[src/rtl/sbrx_pkg.sv]
package sbrx_pkg;
  localparam int PAY_BITS = 16;
  localparam int IDX_W    = 6;
  typedef logic [PAY_BITS-1:0] half_t;
endpackage

[src/rtl/sbrx_sync.sv]
module sbrx_sync #(
  parameter int W = 3
) (
  input  logic         clk,
  input  logic         rst_n,
  input  logic [W-1:0] d_i,
  output logic [W-1:0] q_o
);
  for (genvar g = 0; g < W; g++) begin : g_bit
    logic meta_q, sync_q;
    always_ff @(posedge clk or negedge rst_n) begin
      if (!rst_n) begin
        meta_q <= 1'b0;
        sync_q <= 1'b0;
      end else begin
        meta_q <= d_i[g];
        sync_q <= meta_q;
      end
    end
    assign q_o[g] = sync_q;
  end
endmodule

[src/rtl/sbrx_bit_timer.sv]
module sbrx_bit_timer
  import sbrx_pkg::*;
#(
  parameter int CLKS_PER_BIT = 325
) (
  input  logic clk,
  input  logic rst_n,
  input  logic ws_s,
  output logic sample_o,
  output logic last_o
);
  localparam int CW   = $clog2(CLKS_PER_BIT);
  localparam int HALF = CLKS_PER_BIT / 2;

  logic [CW-1:0]    cnt_q, cnt_n;
  logic [IDX_W-1:0] bit_q, bit_n;
  logic             ws_d_q;
  logic             edge_w, wrap_w, in_pay_w;

  assign edge_w   = ws_s ^ ws_d_q;
  assign wrap_w   = (cnt_q == CW'(CLKS_PER_BIT - 1));
  assign in_pay_w = (bit_q >= IDX_W'(1)) && (bit_q <= IDX_W'(PAY_BITS));

  always_comb begin
    cnt_n = cnt_q;
    bit_n = bit_q;
    if (edge_w) begin
      cnt_n = '0;
      bit_n = '0;
    end else if (wrap_w) begin
      cnt_n = '0;
      if (bit_q != '1) bit_n = bit_q + IDX_W'(1);
    end else begin
      cnt_n = cnt_q + CW'(1);
    end
  end

  always_ff @(posedge clk or negedge rst_n) begin
    if (!rst_n) begin
      cnt_q  <= '0;
      bit_q  <= '1;
      ws_d_q <= 1'b0;
    end else begin
      cnt_q  <= cnt_n;
      bit_q  <= bit_n;
      ws_d_q <= ws_s;
    end
  end

  assign sample_o = !edge_w && in_pay_w && (cnt_q == CW'(HALF));
  assign last_o   = (bit_q == IDX_W'(PAY_BITS));
endmodule

[src/rtl/sbrx_assembler.sv]
module sbrx_assembler
  import sbrx_pkg::*;
(
  input  logic        clk,
  input  logic        rst_n,
  input  logic        sample_i,
  input  logic        last_i,
  input  logic        ws_s,
  input  logic        sd_s,
  input  logic        ref_s,
  output logic [31:0] lword_o,
  output logic        valid_o,
  output logic        sop_o,
  output logic        err_o
);
  logic [PAY_BITS-2:0] shift_q, shift_n;
  half_t               low_q, low_n, full_w;
  logic                have_low_q, have_low_n;
  logic                ref_d_q, seen_q, seen_n, rise_w;
  logic [31:0]         word_n;
  logic                valid_n, sop_n, err_n, done_w;

  assign full_w = {shift_q, sd_s};
  assign rise_w = ref_s && !ref_d_q;
  assign done_w = sample_i && last_i;

  always_comb begin
    shift_n    = shift_q;
    low_n      = low_q;
    have_low_n = have_low_q;
    word_n     = lword_o;
    valid_n    = 1'b0;
    sop_n      = 1'b0;
    err_n      = 1'b0;
    seen_n     = seen_q | rise_w;
    if (sample_i) shift_n = full_w[PAY_BITS-2:0];
    if (done_w) begin
      if (!ws_s) begin
        low_n      = full_w;
        have_low_n = 1'b1;
      end else begin
        have_low_n = 1'b0;
        if (have_low_q) begin
          word_n  = {low_q, full_w};
          valid_n = 1'b1;
          sop_n   = seen_q | rise_w;
          seen_n  = 1'b0;
        end else begin
          err_n = 1'b1;
        end
      end
    end
  end

  always_ff @(posedge clk or negedge rst_n) begin
    if (!rst_n) begin
      shift_q    <= '0;
      low_q      <= '0;
      have_low_q <= 1'b0;
      ref_d_q    <= 1'b0;
      seen_q     <= 1'b0;
      lword_o    <= '0;
      valid_o    <= 1'b0;
      sop_o      <= 1'b0;
      err_o      <= 1'b0;
    end else begin
      shift_q    <= shift_n;
      low_q      <= low_n;
      have_low_q <= have_low_n;
      ref_d_q    <= ref_s;
      seen_q     <= seen_n;
      lword_o    <= word_n;
      valid_o    <= valid_n;
      sop_o      <= sop_n;
      err_o      <= err_n;
    end
  end
endmodule

[src/rtl/subband_rx.sv]
module subband_rx #(
  parameter int CLKS_PER_BIT = 325
) (
  input  logic        clk,
  input  logic        rst_n,
  input  logic        ws_i,
  input  logic        sd_i,
  input  logic        pkt_ref_i,
  output logic [31:0] lword_o,
  output logic        lword_valid_o,
  output logic        lword_sop_o,
  output logic        half_err_o
);
  logic       rst_meta_q, rst_sync_q;
  logic [2:0] sync_w;
  logic       sample_w, last_w;

  always_ff @(posedge clk or negedge rst_n) begin
    if (!rst_n) begin
      rst_meta_q <= 1'b0;
      rst_sync_q <= 1'b0;
    end else begin
      rst_meta_q <= 1'b1;
      rst_sync_q <= rst_meta_q;
    end
  end

  sbrx_sync #(.W(3)) u_sync (
    .clk   (clk),
    .rst_n (rst_sync_q),
    .d_i   ({pkt_ref_i, sd_i, ws_i}),
    .q_o   (sync_w)
  );

  sbrx_bit_timer #(.CLKS_PER_BIT(CLKS_PER_BIT)) u_timer (
    .clk      (clk),
    .rst_n    (rst_sync_q),
    .ws_s     (sync_w[0]),
    .sample_o (sample_w),
    .last_o   (last_w)
  );

  sbrx_assembler u_asm (
    .clk      (clk),
    .rst_n    (rst_sync_q),
    .sample_i (sample_w),
    .last_i   (last_w),
    .ws_s     (sync_w[0]),
    .sd_s     (sync_w[1]),
    .ref_s    (sync_w[2]),
    .lword_o  (lword_o),
    .valid_o  (lword_valid_o),
    .sop_o    (lword_sop_o),
    .err_o    (half_err_o)
  );
endmodule

[config.mk]
export PLATFORM = sky130hd
export DESIGN_NAME = subband_rx
export DESIGN_NICKNAME = d
export VERILOG_FILES = /design/src/rtl/sbrx_pkg.sv /design/src/rtl/sbrx_sync.sv /design/src/rtl/sbrx_bit_timer.sv /design/src/rtl/sbrx_assembler.sv /design/src/rtl/subband_rx.sv
export SDC_FILE = /design/constraint.sdc
export NUM_CORES = 1
export LEC_CHECK = 0
export BUFFER_PORTS_ARGS = -buffer_cell sky130_fd_sc_hd__buf_2
export CORE_UTILIZATION = 58
export CTS_CLUSTER_SIZE = 14
export DETAILED_ROUTE_END_ITERATION = 8
export PLACE_DENSITY = 0.85
export SYNTH_ARGS = -nofsm -noshare
export SYNTH_HDL_FRONTEND = slang
export SYNTH_SLANG_ARGS = --single-unit
[constraint.sdc]
create_clock -name clk -period 3.2 [get_ports clk]
set_clock_uncertainty 0.1 [all_clocks]
set_input_delay 0.64 -clock clk [delete_from_list [all_inputs] [get_ports clk]]
set_output_delay 0.64 -clock clk [all_outputs]
set_load 0.02 [all_outputs]
; ---- Word level (Yosys, flattened, before mapping)
; Cells that the tools add are included.
; W data, S select, Z words.
[op_classes]
n_addsub = 2
magnitude_cmp = 2
eq_ne = 4
mux = 18
n_bitwise = 3
n_reduce_logical = 12
[ops]
columns = op, n
row1 = $mux W6, 3
row2 = $mux W9, 2
row3 = $mux W1, 13
row4 = $add A9 B1 Y9 const B, 1
row5 = $eq A9 B8 Y1 const B, 1
row6 = $eq A9 B9 Y1 const B, 1
row7 = $add A6 B1 Y6 const B, 1
row8 = $eq A6 B5 Y1 const B, 1
row9 = $ge A6 B1 Y1 const B, 1
row10 = $le A6 B5 Y1 const B, 1
row11 = $ne A6 B6 Y1 const B, 1
row12 = $logic_and A1 B1 Y1, 5
row13 = $reduce_and A2 Y1, 2
row14 = $reduce_bool A2 Y1, 2
row15 = $reduce_and A3 Y1, 1
row16 = $logic_not A1 Y1, 2
row17 = $not A1 Y1, 1
row18 = $or A1 B1 Y1, 1
row19 = $xor A1 B1 Y1, 1
[word_totals]
register_bits = 93
output_inout_bits = 35
elab_cells = 61

; ---- Logic depth before layout (Yosys ltp)
; Gate-level depths: netlist (run 1).
[logic_depth]
depth_word = 6
depth_mapped = 9
mapped_depth_nobuf = 7

; ---- Hierarchy
; Synthesis (run 1) repeated with hierarchy kept, for this count alone.
[hier_totals]
hier_cells = 259
area_unflattened_um2 = 3865.0
[by_module_without_submodules]
columns = module, instances, cells_each, area_per_inst_um2, seq_area_each_um2
row1 = sbrx_assembler, 1, 149, 2617.5, 1726.7
row2 = sbrx_bit_timer, 1, 98, 1021.0, 407.9
row3 = sbrx_sync, 1, 9, 172.7, 150.1
row4 = subband_rx, 1, 3, 53.8, 50.0

; ---- Worst setup path before layout (run 1)
; OpenSTA, ideal clock, no wires.
[synth_path]
path_type = reg2reg
from = register u_timer.cnt_q[0]
to = register u_asm.lword_o[10]
setup_time_ns = 0.125
t_arrival_ns = 2.056
required_time_ns = 2.975
setup_slack_ns = 0.919
path_stages_with_launch = 9
path_cell_list = dfrtp_1 > inv_1 > ha_1 > and4bb_1 > nand3_2 > or4_1 > buf_6 > buf_6 > mux2_4
[synth_via]
elab_chain_len = 4
[synth_rtl]
columns = item, line_no
row1 = start: declaration, sbrx_bit_timer.sv:15  ; logic [CW-1:0] cnt_q, cnt_n;
row2 = start signal: assignment, sbrx_bit_timer.sv:44  ; cnt_q <= cnt_n;
row3 = $eq A9 B8 Y1, sbrx_bit_timer.sv:50  ; assign sample_o = !edge_w && in_pay_w && (cnt_q == CW'(HALF));
row4 = $logic_and A1 B1 Y1, sbrx_bit_timer.sv:50
row5 = $logic_and A1 B1 Y1, sbrx_assembler.sv:25  ; assign done_w = sample_i && last_i;
row6 = $reduce_and A3 Y1 (no line), --
row7 = end signal: assignment, sbrx_assembler.sv:72  ; lword_o <= word_n;
row8 = end: declaration, sbrx_assembler.sv:11  ; output logic [31:0] lword_o,
; Every way passes these cells.
; A chain may end at the register's enable or synchronous reset.

; ---- Worst setup path in the final report (run 1)
[layout_path]
from = register u_timer.bit_q[0]
to = register u_asm.lword_o[0]
[layout_via]
elab_chain_len = 6
word_cells_on_any_way = 8
cone_classes = order compare: 2 / eq/ne: 1 / reduce/logical: 5
[layout_rtl]
columns = item, line_no
row1 = start: declaration, sbrx_bit_timer.sv:16  ; logic [IDX_W-1:0] bit_q, bit_n;
row2 = start signal: assignment, sbrx_bit_timer.sv:45  ; bit_q <= bit_n;
row3 = $ge A6 B1 Y1 or $le A6 B5 Y1 (tied branches), sbrx_bit_timer.sv:22  ; assign in_pay_w = (bit_q >= IDX_W'(1)) && (bit_q <= IDX_W'(PAY_BITS));
row4 = $logic_and A1 B1 Y1, sbrx_bit_timer.sv:22
row5 = $logic_and A1 B1 Y1 (2 in series), sbrx_bit_timer.sv:50
row6 = $logic_and A1 B1 Y1 *, sbrx_assembler.sv:25
row7 = $reduce_and A3 Y1 (no line) *, --
; Every way passes the cells marked *; elsewhere a longest branch is shown, timed or not.

==> metrics.cfg, run 1 <==
[finish]
postLayoutCoreUtil_pct = 67.4
diodes = 0
multi_input_area_um2 = 1410
area_growth_pct = 12.1
regArea_um2 = 2340
nFillCells = 440
layout.nets = 311
drive_gt1_share_pct = 42.8

[setup_path]
critical_path.startpoint = u_timer.bit_q[0]$_DFFE_PN1P_
endpoint_kind = flop
cp.required_ns = 3.34
critical_path.max_fanout = 34
crit_arrival_ns = 2.81
start_kind = flop
worstSetupPathType = reg -> reg
r2r_start = u_timer.bit_q[0]$_DFFE_PN1P_

[cts]
ctsResizeCount = 0
cts_root_buf = clkbuf_8
insertion_delay_ns = 0.36
cts_buffers = 9
h-tree-depth = 3
clk_path_buf_depth = 2
clock-sinks = 93
cts_tree = done
clk_pin_slew_ns = 0.09

[power]
finalPower_mw = 1.99
ir_worst_vdd_uv = 403
p_leak_nw = 2.26
powerDensity_nw_per_um2 = 465

[global_routing]
grt_pass1_vias = 2110
track_usage_pct = 19.7
grt-ovfl-total = 0
grt_pass1_wl_um = 10600
antenna_found_initial = 0
grt_max_degree = 92

[logic_synthesis]
syn_area_um2 = 3820
synth_top_area_share_pct = 57.0
synth_top_area_cell = dfrtp_1
syn-num-nets = 263
synthCells = 251
syn_area_per_cell_um2 = 15.2
yosysWarnings = 0
synth_seq_cells = 93
synth.top_cells.by_area = dfrtp_1, mux2_4, mux2_2
synth.distinct_cells = 39
ys_seq_area_share_pct = 61.1

[detailed_routing]
ant_nets = 0
dr.pass1.iters = 4
drc = 0
avgRoutedWirePerCell_um = 16.1
drt_iter0_markers = 136
totalWireLength_um = 6150
viasPerCell = 5.52
num_vias = 2103

[placement]
port-buffer-count = 39
gp_congestion = 0.807
hpwl_um = 4050

[timing]
slew_headroom_pct = 25.5
setup_viol = 0
tightest_slew_ns = 1.12
fmax_mhz = 373
timing.final.crit_period_ns = 2.68
grt_setup_unrepaired = false
fin_tns_setup_ns = 0
fin_crit_sh_pct = 83.7
slew_viol_final = 0
final-hold-violation-count = 0

[die]
start_util_pct = 60.2
core_area_um2 = 6350
row_count = 29
die_w_um = 83.2
die_area_um2 = 6910
dieHeight_um = 83.2
io_pins = 40

[worst_hold_path]
hp-class = reg -> reg
hold_start = u_sync.g_bit[0].meta_q$_DFF_PN0_

[run_status]
outcome = finished, final reports clean

[run]
drv_cap = 0

cell usage after synthesis:
cell type,number
nand2_1,7
and4bb_2,2
ha_1,7
and3_1,2
mux2i_1,1
xnor2_1,3
dfstp_2,6
mux2_2,29
nor2_1,14
dfrtp_1,87
and4bb_1,1
nor4_1,2
or4_1,2
nor4_4,2
nor2b_1,1
inv_2,1
nand4_1,3
xor2_1,7
nand3_2,1
nor3_1,3
buf_2,2
or3_1,1
buf_6,4
conb_1,1
o211ai_1,1
nand2b_1,1
nand3b_1,1
inv_1,6
a31oi_1,1
o21ai_0,1
nand3_1,7
o21a_1,2
nor3b_1,1
mux2_4,28
and4_1,1
a21oi_1,3
nor3b_2,1
mux2_1,7
o31ai_1,1
repair_timing:
action | in CTS | in global routing
endpoints found under the hold margin | 2 | 0
hold buffers | 1 | 0
buffers inserted | 0 | 0
logic make-up after synthesis:
group | count (synthesis) | share of synthesized area [%]
DFF | 93 | 61.1
muxes | 65 | 21.9
and+or+nand+nor | 53 | 8.71
buffers and inverters | 13 | 2.13
xor gates and xnor gates | 10 | 2.29
AOI/OAI and AO/OA | 9 | 1.47
adders and majority gates | 7 | 2.29
other | 1 | 0.0982
cell type report:
class	instances	share of cell area [%]
clock buffers	9	2.89
well taps	77	2.25
flip-flops and latches	93	54.6
multi-input cells	145	32.8
repair buffers	43	5.32
inverters	7	0.614
clock inverters	7	1.46
worst max-delay path, stage by stage (launching register included):
cell and delay [ns]:
dfstp_2 0.40, inv_1 0.10, ha_1 0.16, nor3b_2 0.20, nand3b_1 0.20, or4_2 0.67, buf_4 0.33, mux2_1 0.39
report_power, final:
group          switching [mW]  total, mW  internal (mW)
clock                   0.438      0.740          0.302
combinational          0.0174     0.0298         0.0125
sequential             0.0353       1.22           1.19
total                   0.491       1.99           1.50
registers in the layout, summed over array words and instances, names as in the netlist, 3 cells and up:
signal / count
u_asm.low_q: 16
u_asm.lword_o: 32
u_asm.shift_q: 15
u_sync.g_bit.meta_q: 3
u_sync.g_bit.sync_q: 3
u_timer.bit_q: 6
u_timer.cnt_q: 9
through the flow:
stage	setup WS [ns]	cells	hold WS [ns]	cell area [um^2]
2_1_floorplan	0.328	251	0.231	3820
3_3_place_gp	0.646	364	0.232	4080
3_5_place_dp	0.543	364	0.237	4080
4_1_cts	0.511	381	0.258	4280
5_1_grt	0.384	381	0.265	4280
6_report	0.523	381	0.257	4280
layer usage:
layer | part of all wire (%) | up-vias | GRT usage, %
met2 | 49 | 38 | 30.8
met4 | 1.8 | 0 | 8.93
li1 | - | 978 | -
met1 | 47 | 1078 | 27.1
met3 | 2.4 | 9 | 3.68
met5 | 0 | - | 0
cell usage in the layout (no fill, tap or decap), drive strengths merged, types with 4 or more instances in the layout:
cell type,instances
buf,42
nand3,8
inv,12
nor2,14
ha,7
xor2,7
dfrtp,87
nor4,4
dfstp,6
clkbuf,9
nand2,7
mux2,64
path summary, 6_finish.rpt:
path	to	slack (ns)	cells past startpoint
min	u_sync.g_bit[0].sync_q$_DFF_PN0_	0.26	0
max	u_asm.lword_o[0]$_DFFE_PN0P_	0.52	7
max reg2reg	u_asm.lword_o[0]$_DFFE_PN0P_	0.52	7
min in group asynchronous	u_timer.cnt_q[3]$_DFF_PN0_	0.43	0
max in group asynchronous	u_timer.cnt_q[7]$_DFF_PN0_	1.84	0
min reg2reg	u_sync.g_bit[0].sync_q$_DFF_PN0_	0.26	0
Note: power is estimated with default switching activity, not from simulation.
==> run 2, diff against run 1 <==
- clock period: 3.2 -> 2.7 ns (I/O delays scaled with it)
==> metrics.cfg, run 2 (synthesis gave the netlist of run 1 again) <==
[run_status]
outcome = finished, final reports clean

[finish]
final_cell_area_um2 = 4330  ; +1.2%
layout.nets = 315  ; +1.3%
largest_register_ffs = 32  ; unchanged
drive_gt1_share_pct = 43.8  ; +1.1 points
area_growth_pct = 13.4
layout_commonest_cell = dfrtp_1
diodes = 0  ; unchanged
reg.largest.list = u_asm.lword_o (32), u_asm.low_q (16), u_asm.shift_q (15)
final_cell_mix = dfrtp_1, buf_2, mux2_2, mux2_4, nor2_1
largest_register = u_asm.lword_o

[timing]
setup_viol = 0  ; unchanged
slew_viol_final = 0  ; unchanged
fin_tns_setup_ns = 0  ; unchanged
slew_headroom_pct = 60.6  ; +35 points
timing.final.crit_period_ns = 2.56  ; -0.121 ns
final-hold-violation-count = 0  ; unchanged
fmax_mhz = 391  ; +4.7%
fin_crit_sh_pct = 94.7  ; +11 points
tightest_slew_ns = 0.589  ; -0.529 ns
whs_ns = 0.173  ; -0.0843 ns
grt_setup_unrepaired = false

[die]
die_w_um = 83.2  ; unchanged
start_util_pct = 60.2  ; unchanged
io_pins = 40  ; unchanged
dieHeight_um = 83.2  ; unchanged
die_area_um2 = 6910  ; unchanged
row_count = 29  ; unchanged
core_area_um2 = 6350  ; unchanged

[detailed_routing]
drc = 0  ; unchanged
ant_nets = 0  ; unchanged
num_vias = 2068  ; -1.7%
drt_iter0_markers = 97  ; -29%
viasPerCell = 5.37  ; -2.7%
dr.pass1.iters = 4  ; unchanged
avgRoutedWirePerCell_um = 15.7  ; -2.8%
totalWireLength_um = 6040  ; -1.7%

[setup_path]
cp.required_ns = 2.84  ; -0.50 ns
worstSetupPathType = reg -> reg
reg2reg_to = u_asm.lword_o[1]$_DFFE_PN0P_
reg2reg_depth = 7  ; unchanged
start_kind = flop
r2r_start = u_timer.cnt_q[0]$_DFF_PN0_
critical_path.max_fanout = 34  ; unchanged
rrSetupSlack_ns = 0.14  ; -0.38 ns
endpoint_kind = flop
crit_arrival_ns = 2.70  ; -0.11 ns

[power]
p_leak_nw = 2.29  ; +1.3%
powerDensity_nw_per_um2 = 542  ; +16%
ir_worst_vdd_uv = 410  ; +1.7%

[worst_hold_path]
hold-path-cell-count = 1  ; +1
hp-class = in -> reg
hold_end = u_sync.g_bit[2].meta_q$_DFF_PN0_
hold_start = pkt_ref_i

[cts]
post-cts-setup-buffer-count = 0  ; unchanged
cts_buffers = 9  ; unchanged
insertion_delay_ns = 0.36  ; about the same
clock-sinks = 93  ; unchanged
clk_pin_slew_ns = 0.10  ; about the same
clk_path_buf_depth = 2  ; unchanged
cts_root_buf = clkbuf_8
cts_tree = done
h-tree-depth = 3  ; unchanged

[run]
drv_cap = 0  ; unchanged

[placement]
gp_congestion = 0.802  ; -0.52%
hpwl_um = 4170  ; +2.8%
port-buffer-count = 39  ; unchanged
place_area_um2 = 4140  ; +1.3%

[global_routing]
grt_pass1_vias = 2151  ; +1.9%
grt-ovfl-total = 0  ; unchanged
grt_pass1_wl_um = 10600  ; -0.72%
grt_max_degree = 58  ; -37%
antenna_found_initial = 0  ; unchanged
track_usage_pct = 19.7  ; -0.048 points

run 2: cell count changes in the layout (fill, tap and decap cells not counted):
| cell | previous run | this run |
|---|---|---|
| clkinv_2 | 1 | 2 |
| buf_12 | 0 | 2 |
| dfrtp_2 | 0 | 1 |
| inv_6 | 3 | 1 |
| clkinv_4 | 1 | 2 |
| dfrtp_1 | 86 | 85 |
| buf_4 | 3 | 5 |
run 2: critical path, stage by stage, from the launching register on:
cell,delay (ns)
dfrtp_2,0.46
inv_1,0.10
ha_1,0.15
and4bb_1,0.23
nand3_2,0.14
or4_2,0.68
buf_12,0.23
mux2_1,0.33
run 2: worst max path at each step:
stage	startpoint	endpoint	slack, ns
3_3_place_gp	u_timer.cnt_q[0]$_DFF_PN0_	u_asm.lword_o[2]$_DFFE_PN0P_	0.25
2_1_floorplan	u_timer.cnt_q[0]$_DFF_PN0_	u_asm.lword_o[10]$_DFFE_PN0P_	0.42
3_5_place_dp	u_timer.cnt_q[0]$_DFF_PN0_	u_asm.lword_o[1]$_DFFE_PN0P_	0.13
5_1_grt	u_timer.cnt_q[0]$_DFF_PN0_	u_asm.lword_o[1]$_DFFE_PN0P_	0.01
6_report	u_timer.cnt_q[0]$_DFF_PN0_	u_asm.lword_o[1]$_DFFE_PN0P_	0.14
4_1_cts	u_timer.cnt_q[0]$_DFF_PN0_	u_asm.lword_o[1]$_DFFE_PN0P_	0.11
run 2: power by group:
part           switching, mW  internal [mW]
combinational         0.0356         0.0178
sequential            0.0275           1.41
clock                  0.508          0.350
run 2: through the flow:
step / power [mW] / std cells / util [%] / worst slack (ns)
6_report: 2.35 / 385 / 68.2 / 0.144
5_1_grt: 2.44 / 385 / 68.2 / 0.0131
4_1_cts: 2.38 / 385 / 68.2 / 0.113
3_5_place_dp: 1.52 / 368 / 65.2 / 0.135
3_3_place_gp: 1.51 / 368 / 65.2 / 0.247
2_1_floorplan: 1.49 / 251 / - / 0.419
run 2: metal layers:
| metal | share of wire (%) | global-route usage (%) | up-vias |
|---|---|---|---|
| met1 | 46 | 25.6 | 1042 |
| met5 | 0 | 0 | - |
| met3 | 2.9 | 3.38 | 11 |
| li1 | - | - | 981 |
| met4 | 2.2 | 10.8 | 0 |
| met2 | 49 | 31.5 | 34 |
run 2: cell type report:
class / instances / area, um^2
Multi-Input combinational cell: 145 / 1410
Clock buffer: 9 / 124
Clock inverter: 7 / 58.8
Timing Repair Buffer: 47 / 283
Inverter: 7 / 26.3
Fill cell: 444 / 2020
Sequential cell: 93 / 2340
Tap cell: 77 / 96.3
run 2: what timing repair did:
| action | CTS | global route |
|---|---|---|
| endpoints found under the hold margin | 2 | 0 |
| endpoints found under the setup margin | 0 | 1 |
| gates resized for setup | 0 | 1 |
| hold buffers | 1 | 0 |
